[src/rtl/cbl_pkg.sv]
package cbl_pkg;
    typedef enum logic [2:0] {
        LD_IDLE,
        LD_FETCH,
        LD_SHIFT,
        LD_TRAIL0,
        LD_TRAIL1,
        LD_FINISH
    } ld_state_t;
endpackage

[src/rtl/cbl_coord_gen.sv]
module cbl_coord_gen #(
    parameter int DIM_W = 16
) (
    input  logic             clk,
    input  logic             rst_n,
    input  logic             load,
    input  logic             advance,
    input  logic [DIM_W-1:0] width_in,
    input  logic [DIM_W-1:0] offset_in,
    output logic [DIM_W-1:0] col,
    output logic [DIM_W-1:0] row
);
    logic [DIM_W-1:0] width_q;
    logic             at_edge;

    assign at_edge = (col == width_q - DIM_W'(1));

    always_ff @(posedge clk or negedge rst_n) begin
        if (!rst_n) begin
            width_q <= '0;
            col     <= '0;
            row     <= '0;
        end else if (load) begin
            width_q <= width_in;
            col     <= '0;
            row     <= offset_in;
        end else if (advance) begin
            if (at_edge) begin
                col <= '0;
                row <= row + DIM_W'(1);
            end else begin
                col <= col + DIM_W'(1);
            end
        end
    end


    col_wrap_chk: assert property (@(posedge clk) disable iff (!rst_n)
        (advance && !load && at_edge) |=> (col == '0 && row == $past(row) + DIM_W'(1)));


    col_step_chk: assert property (@(posedge clk) disable iff (!rst_n)
        (advance && !load && !at_edge) |=> (col == $past(col) + DIM_W'(1) && $stable(row)));
endmodule

[src/rtl/cbl_bit_shifter.sv]
module cbl_bit_shifter #(
    parameter int BYTE_W = 8
) (
    input  logic              clk,
    input  logic              rst_n,
    input  logic              load,
    input  logic              shift,
    input  logic [BYTE_W-1:0] din,
    output logic              msb,
    output logic              last_bit
);
    localparam int IDX_W = $clog2(BYTE_W);

    logic [BYTE_W-1:0] sreg;
    logic [IDX_W-1:0]  left;

    always_ff @(posedge clk or negedge rst_n) begin
        if (!rst_n) begin
            sreg <= '0;
            left <= '0;
        end else if (load) begin
            sreg <= din;
            left <= IDX_W'(BYTE_W - 1);
        end else if (shift) begin
            sreg <= {sreg[BYTE_W-2:0], 1'b0};
            left <= left - IDX_W'(1);
        end
    end

    assign msb      = sreg[BYTE_W-1];
    assign last_bit = (left == '0);


    msb_first_chk: assert property (@(posedge clk) disable iff (!rst_n)
        load |=> (msb == $past(din[BYTE_W-1])));
endmodule

[src/rtl/cfg_bank_loader.sv]
module cfg_bank_loader
    import cbl_pkg::*;
#(
    parameter int DIM_W  = 16,
    parameter int BANK_W = 2
) (
    input  logic              clk,
    input  logic              rst_n,
    input  logic              start,
    input  logic              is_bram,
    input  logic [BANK_W-1:0] bank_num,
    input  logic [DIM_W-1:0]  bank_width,
    input  logic [DIM_W-1:0]  bank_height,
    input  logic [DIM_W-1:0]  bank_offset,
    input  logic              byte_valid,
    input  logic [7:0]        byte_data,
    output logic              byte_ready,
    output logic              wr_strobe,
    output logic [BANK_W:0]   wr_bank,
    output logic [DIM_W-1:0]  wr_col,
    output logic [DIM_W-1:0]  wr_row,
    output logic              wr_bit,
    output logic              done,
    output logic              frame_err
);
    localparam int CNT_W = 2 * DIM_W;

    ld_state_t        state, state_nx;
    logic [CNT_W-1:0] bits_left;
    logic [CNT_W-1:0] area;
    logic [BANK_W:0]  bank_q;
    logic             err_q;
    logic             begin_load, take_byte, sh_load, sh_shift, sh_msb, sh_last;

    assign area       = CNT_W'(bank_width) * CNT_W'(bank_height);
    assign begin_load = (state == LD_IDLE) && start;
    assign take_byte  = byte_ready && byte_valid;
    assign sh_load    = (state == LD_FETCH) && byte_valid;
    assign sh_shift   = (state == LD_SHIFT);

    always_comb begin
        state_nx = state;
        unique case (state)
            LD_IDLE:   if (start) state_nx = (area == '0) ? LD_TRAIL0 : LD_FETCH;
            LD_FETCH:  if (byte_valid) state_nx = LD_SHIFT;
            LD_SHIFT: begin
                if (bits_left == CNT_W'(1)) state_nx = LD_TRAIL0;
                else if (sh_last)           state_nx = LD_FETCH;
            end
            LD_TRAIL0: if (byte_valid) state_nx = LD_TRAIL1;
            LD_TRAIL1: if (byte_valid) state_nx = LD_FINISH;
            LD_FINISH: state_nx = LD_IDLE;
            default:   state_nx = LD_IDLE;
        endcase
    end

    always_ff @(posedge clk or negedge rst_n) begin
        if (!rst_n) state <= LD_IDLE;
        else        state <= state_nx;
    end

    always_ff @(posedge clk or negedge rst_n) begin
        if (!rst_n) begin
            bits_left <= '0;
            bank_q    <= '0;
            err_q     <= 1'b0;
        end else begin
            if (begin_load) begin
                bits_left <= area;
                bank_q    <= {is_bram, bank_num};
                err_q     <= 1'b0;
            end else if (sh_shift) begin
                bits_left <= bits_left - CNT_W'(1);
            end
            if (take_byte && (state == LD_TRAIL0 || state == LD_TRAIL1) && byte_data != 8'h00)
                err_q <= 1'b1;
        end
    end

    always_comb begin
        byte_ready = 1'b0;
        wr_strobe  = 1'b0;
        done       = 1'b0;
        frame_err  = 1'b0;
        unique case (state)
            LD_IDLE:   ;
            LD_FETCH:  byte_ready = 1'b1;
            LD_SHIFT:  wr_strobe  = 1'b1;
            LD_TRAIL0: byte_ready = 1'b1;
            LD_TRAIL1: byte_ready = 1'b1;
            LD_FINISH: begin
                done      = 1'b1;
                frame_err = err_q;
            end
            default:   ;
        endcase
    end

    assign wr_bank = bank_q;
    assign wr_bit  = sh_msb;

    cbl_bit_shifter #(.BYTE_W(8)) u_shift (
        .clk      (clk),
        .rst_n    (rst_n),
        .load     (sh_load),
        .shift    (sh_shift),
        .din      (byte_data),
        .msb      (sh_msb),
        .last_bit (sh_last)
    );

    cbl_coord_gen #(.DIM_W(DIM_W)) u_coord (
        .clk       (clk),
        .rst_n     (rst_n),
        .load      (begin_load),
        .advance   (sh_shift),
        .width_in  (bank_width),
        .offset_in (bank_offset),
        .col       (wr_col),
        .row       (wr_row)
    );


    fetch_needs_bits_chk: assert property (@(posedge clk) disable iff (!rst_n)
        (state == LD_FETCH && byte_valid) |-> (bits_left != '0));


    strobe_blocks_ready_chk: assert property (@(posedge clk) disable iff (!rst_n)
        wr_strobe |-> !byte_ready);


    err_with_done_chk: assert property (@(posedge clk) disable iff (!rst_n)
        frame_err |-> done);


    done_single_chk: assert property (@(posedge clk) disable iff (!rst_n)
        done |=> (!done && !byte_ready));


    empty_skip_chk: assert property (@(posedge clk) disable iff (!rst_n)
        (begin_load && area == '0) |=> (state == LD_TRAIL0));
endmodule

[config.mk]
export PLATFORM = sky130hd
export DESIGN_NAME = cfg_bank_loader
export DESIGN_NICKNAME = d
export VERILOG_FILES = /design/src/rtl/cbl_pkg.sv /design/src/rtl/cbl_coord_gen.sv /design/src/rtl/cbl_bit_shifter.sv /design/src/rtl/cfg_bank_loader.sv
export SDC_FILE = /design/constraint.sdc
export NUM_CORES = 1
export LEC_CHECK = 0
export ABC_AREA = 1
export BUFFER_PORTS_ARGS = -buffer_cell sky130_fd_sc_hd__buf_4
export CAP_MARGIN = 20
export CORE_ASPECT_RATIO = 0.6
export CORE_UTILIZATION = 51
export DETAILED_ROUTE_END_ITERATION = 16
export MAX_ROUTING_LAYER = met4
export PLACE_DENSITY = 0.65
export SLEW_MARGIN = 0
export SYNTH_ARGS = -nofsm -noshare
export SYNTH_HDL_FRONTEND = slang
export SYNTH_SLANG_ARGS = --single-unit
[constraint.sdc]
create_clock -name clk -period 5.3 [get_ports clk]
set_input_delay 1.06 -clock clk [delete_from_list [all_inputs] [get_ports clk]]
set_output_delay 1.06 -clock clk [all_outputs]
set_load 0.01 [all_outputs]
==> impl_metrics.py <==
metrics = {
    "route": {
        "viasPerCell": 5.14,
        "initialDrtViolationCount": 1133,
        "drc": 0,
        "routedWlPerCell_um": 16.4,
        "dr.pass1.iters": 5,
        "vias": 14200,
        "drt-total-wl_mm": 45.1,
        "antenna_left": 0,
    },
    "yosys": {
        "synth_edf_count": 0,
        "yosys.cell_types.count": 46,
        "yosys.area.top_type": "fa_1",
        "synthFlopType": "dfrtp_1",
        "ys_warn_count": 0,
        "seq_area_frac_synth_pct": 16.0,
        "syn_area_mm2": 0.0153,
        "synth_area_leaders": "fa_1 25%, nand2_1 17%, dfrtp_1 16%, inv_1 11%, ha_1 9.1%",
        "synthDominantCellAreaShare_pct": 25.4,
        "syn_inst": 2141,
        "syn_nets": 2509,
        "synth.avg_cell_area_um2": 7.14,
        "ys_ff_latch": 98,
        "async_flop_share_pct": 100,
    },
    "die": {
        "rows": 48,
        "dieWidth_um": 226,
        "ios": 103,
        "die_h_um": 136,
        "core_mm2": 0.0291,
        "die-area_mm2": 0.0307,
        "start_util_pct": 52.5,
    },
    "sta": {
        "tns_ns": -8.11,
        "worst_pin_slew_ns": 0.942,
        "fin_skew_ns": 0.00788,
        "period_share_pct": 111,
        "final.setup.worst_slack_ns": -0.596,
        "clock.fmax_mhz": 170,
        "hold_viol": 0,
        "maxSlewViolCount": 0,
        "slew_headroom_pct": 37.2,
        "period_needed_ns": 5.90,
        "rsz0062_at_grt": "yes",
        "setup_violations": 22,
    },
    "global_route": {
        "use_met3_pct": 8.77,
        "antenna_found_initial": 0,
        "grt_pass1_wl_mm": 72.8,
        "met1_usage_pct": 46.6,
        "grt_overflow": 0,
        "use_met2_pct": 42.1,
        "top_usage_layer": "met1",
        "grt_pass1_vias": 14000,
        "grt_max_degree": 86,
        "grt_util_all_layers_pct": 31.2,
    },
    "critical_path": {
        "critical_path.endpoint_type": "flip-flop",
        "r2r_start": "state[0]$_DFFE_PN0P_",
        "cp_data_arrival_time_ns": 6.17,
        "startpoint_type": "primary input",
        "required_ns": 5.57,
        "ff2ff_setup_slack_ns": 2.06,
        "r2r-end": "bits_left[14]$_DFFE_PN0P_",
        "crit_fanout": 5,
        "cp-startpoint": "bank_width[7]",
        "path_class": "in -> reg",
        "r2r_cells": 10,
        "crit_path_end": "bits_left[19]$_DFFE_PN0P_",
    },
    "placement": {
        "place_congestion": 0.957,
        "dpl.cell_count": 2696,
        "io_buffers": 102,
        "pre_cts_slack_ns": -1.01,
        "hpwl_mm": 35.5,
    },
    "cts": {
        "cts_tree": "built",
        "clockBufferDepth": 2,
        "insertion_delay_ns": 0.36,
        "clk_pin_slew_ns": 0.07,
        "cts.sinks": 98,
        "numCtsBuffers": 9,
        "clockRootBuffer": "clkbuf_16",
        "h-tree-depth": 3,
    },
    "layout": {
        "nets": 2720,
        "final_common_cell": "nand2_1",
        "area_growth_pct": 30.0,
        "diodes": 0,
        "drive_gt1_share_pct": 26.4,
        "final_cells": 2757,
        "layout_common_cells": "553 x nand2_1, 418 x inv_1, 208 x buf_4",
        "fill_cells": 2429,
    },
    "run": {
        "maxCapViolations": 0,
    },
    "status": {
        "violations": "negative setup slack",
        "outcome": "finished with violations",
    },
    "min_path": {
        "hp-class": "reg -> reg",
    },
}
==> how the worst min path moves through the flow <==
stage,startpoint,endpoint,slack [ns],cells after the start
final,wr_bank[0]$_DFFE_PN0P_,wr_bank[0]$_DFFE_PN0P_,0.47,2
after global placement,wr_bank[2]$_DFFE_PN0P_,wr_bank[2]$_DFFE_PN0P_,0.46,2
after global routing,wr_bank[2]$_DFFE_PN0P_,wr_bank[2]$_DFFE_PN0P_,0.50,2
after CTS,wr_bank[0]$_DFFE_PN0P_,wr_bank[0]$_DFFE_PN0P_,0.48,2
after detailed placement,wr_bank[0]$_DFFE_PN0P_,wr_bank[0]$_DFFE_PN0P_,0.46,2
after floorplan,u_coord.width_q[15]$_DFFE_PN0P_,u_coord.width_q[15]$_DFFE_PN0P_,0.46,2
==> cells in the mapped netlist (2+ instances only) <==
cell / instances
nand2_1: 696
nand3b_1: 6
buf_1: 2
a221o_1: 2
a21oi_1: 31
nand3_2: 4
xnor2_1: 21
inv_2: 4
buf_2: 9
nor3_1: 12
nor3_4: 2
o21ai_0: 61
fa_1: 194
o311ai_0: 3
or2_2: 3
xor2_1: 49
nor4_1: 6
nor3_2: 3
clkbuf_1: 78
nand2_4: 2
a31oi_1: 3
o221ai_1: 11
o22ai_1: 3
o21ai_1: 11
nand3_1: 78
inv_1: 458
nor2_2: 9
o211ai_1: 17
ha_1: 111
and2_1: 5
nor2_1: 118
dfrtp_1: 98
nand4_1: 16
nand2_2: 3
==> through the flow <==
stage | cell area, µm² | util (%) | hold slack [ns]
after floorplan | 16200 | - | 0.461
after global placement | 17600 | 60.6 | 0.456
after detailed placement | 17600 | 60.6 | 0.462
after CTS | 18900 | 64.8 | 0.479
after global routing | 19900 | 68.2 | 0.501
final | 19900 | 68.2 | 0.474
==> state kept, by name (all words and copies together), names as in the netlist <==
signal	count
u_coord.col	16
u_coord.row	16
state	3
err_q	1
u_coord.width_q	16
u_shift.sreg	8
wr_bank	3
u_shift.left	3
bits_left	32
==> critical path, cell delays in order <==
cell	delay (ns)
buf_16	0.12
buf_8	0.12
nand2_4	0.04
fa_1	0.47
fa_1	0.52
fa_1	0.54
fa_1	0.52
fa_1	0.57
fa_1	0.57
inv_2	0.05
ha_4	0.30
nand2_4	0.09
nor2_4	0.17
and2_4	0.19
nand2_2	0.06
nand3b_1	0.11
nand2_2	0.08
buf_4	0.13
buf_4	0.12
o21ai_1	0.13
o21ai_1	0.08
o21ai_1	0.12
==> routing by layer <==
| layer | vias to the layer above | share of wire (%) |
|---|---|---|
| li1 | 6822 | - |
| met1 | 6800 | 49 |
| met2 | 505 | 40 |
| met3 | 50 | 9.2 |
| met4 | 0 | 1.1 |
| met5 | - | 0 |
==> cell type report <==
cell class                      instances  area, µm²  share of cell area, %
Tap cell                              400        500                   2.52
Sequential cell                        98       2450                   12.3
Inverter                              462       1750                   8.83
Timing Repair Buffer                  291       2770                   13.9
Multi-Input combinational cell       1490      12000                   60.7
Clock inverter                          7        116                  0.586
Clock buffer                            9        225                   1.13
==> timing repair <==
action	CTS	global route
gates cloned	0	3
setup endpoints to repair	24	25
hold buffers	0	0
setup buffers	24	25
pin swaps	121	123
gates resized for setup	199	210
==> cells by family after synthesis <==
kind of cell / Yosys count / synth area share [%]
simple gates: 965 / 25.9
xor+xnor: 70 / 4.01
compound gates: 150 / 5.81
buf+inv: 553 / 13.7
flops: 98 / 16.0
fa+ha+maj: 305 / 34.5
Power is not shown: default switching activity piles up to over one toggle a cycle in this logic, so the estimate is an artifact.
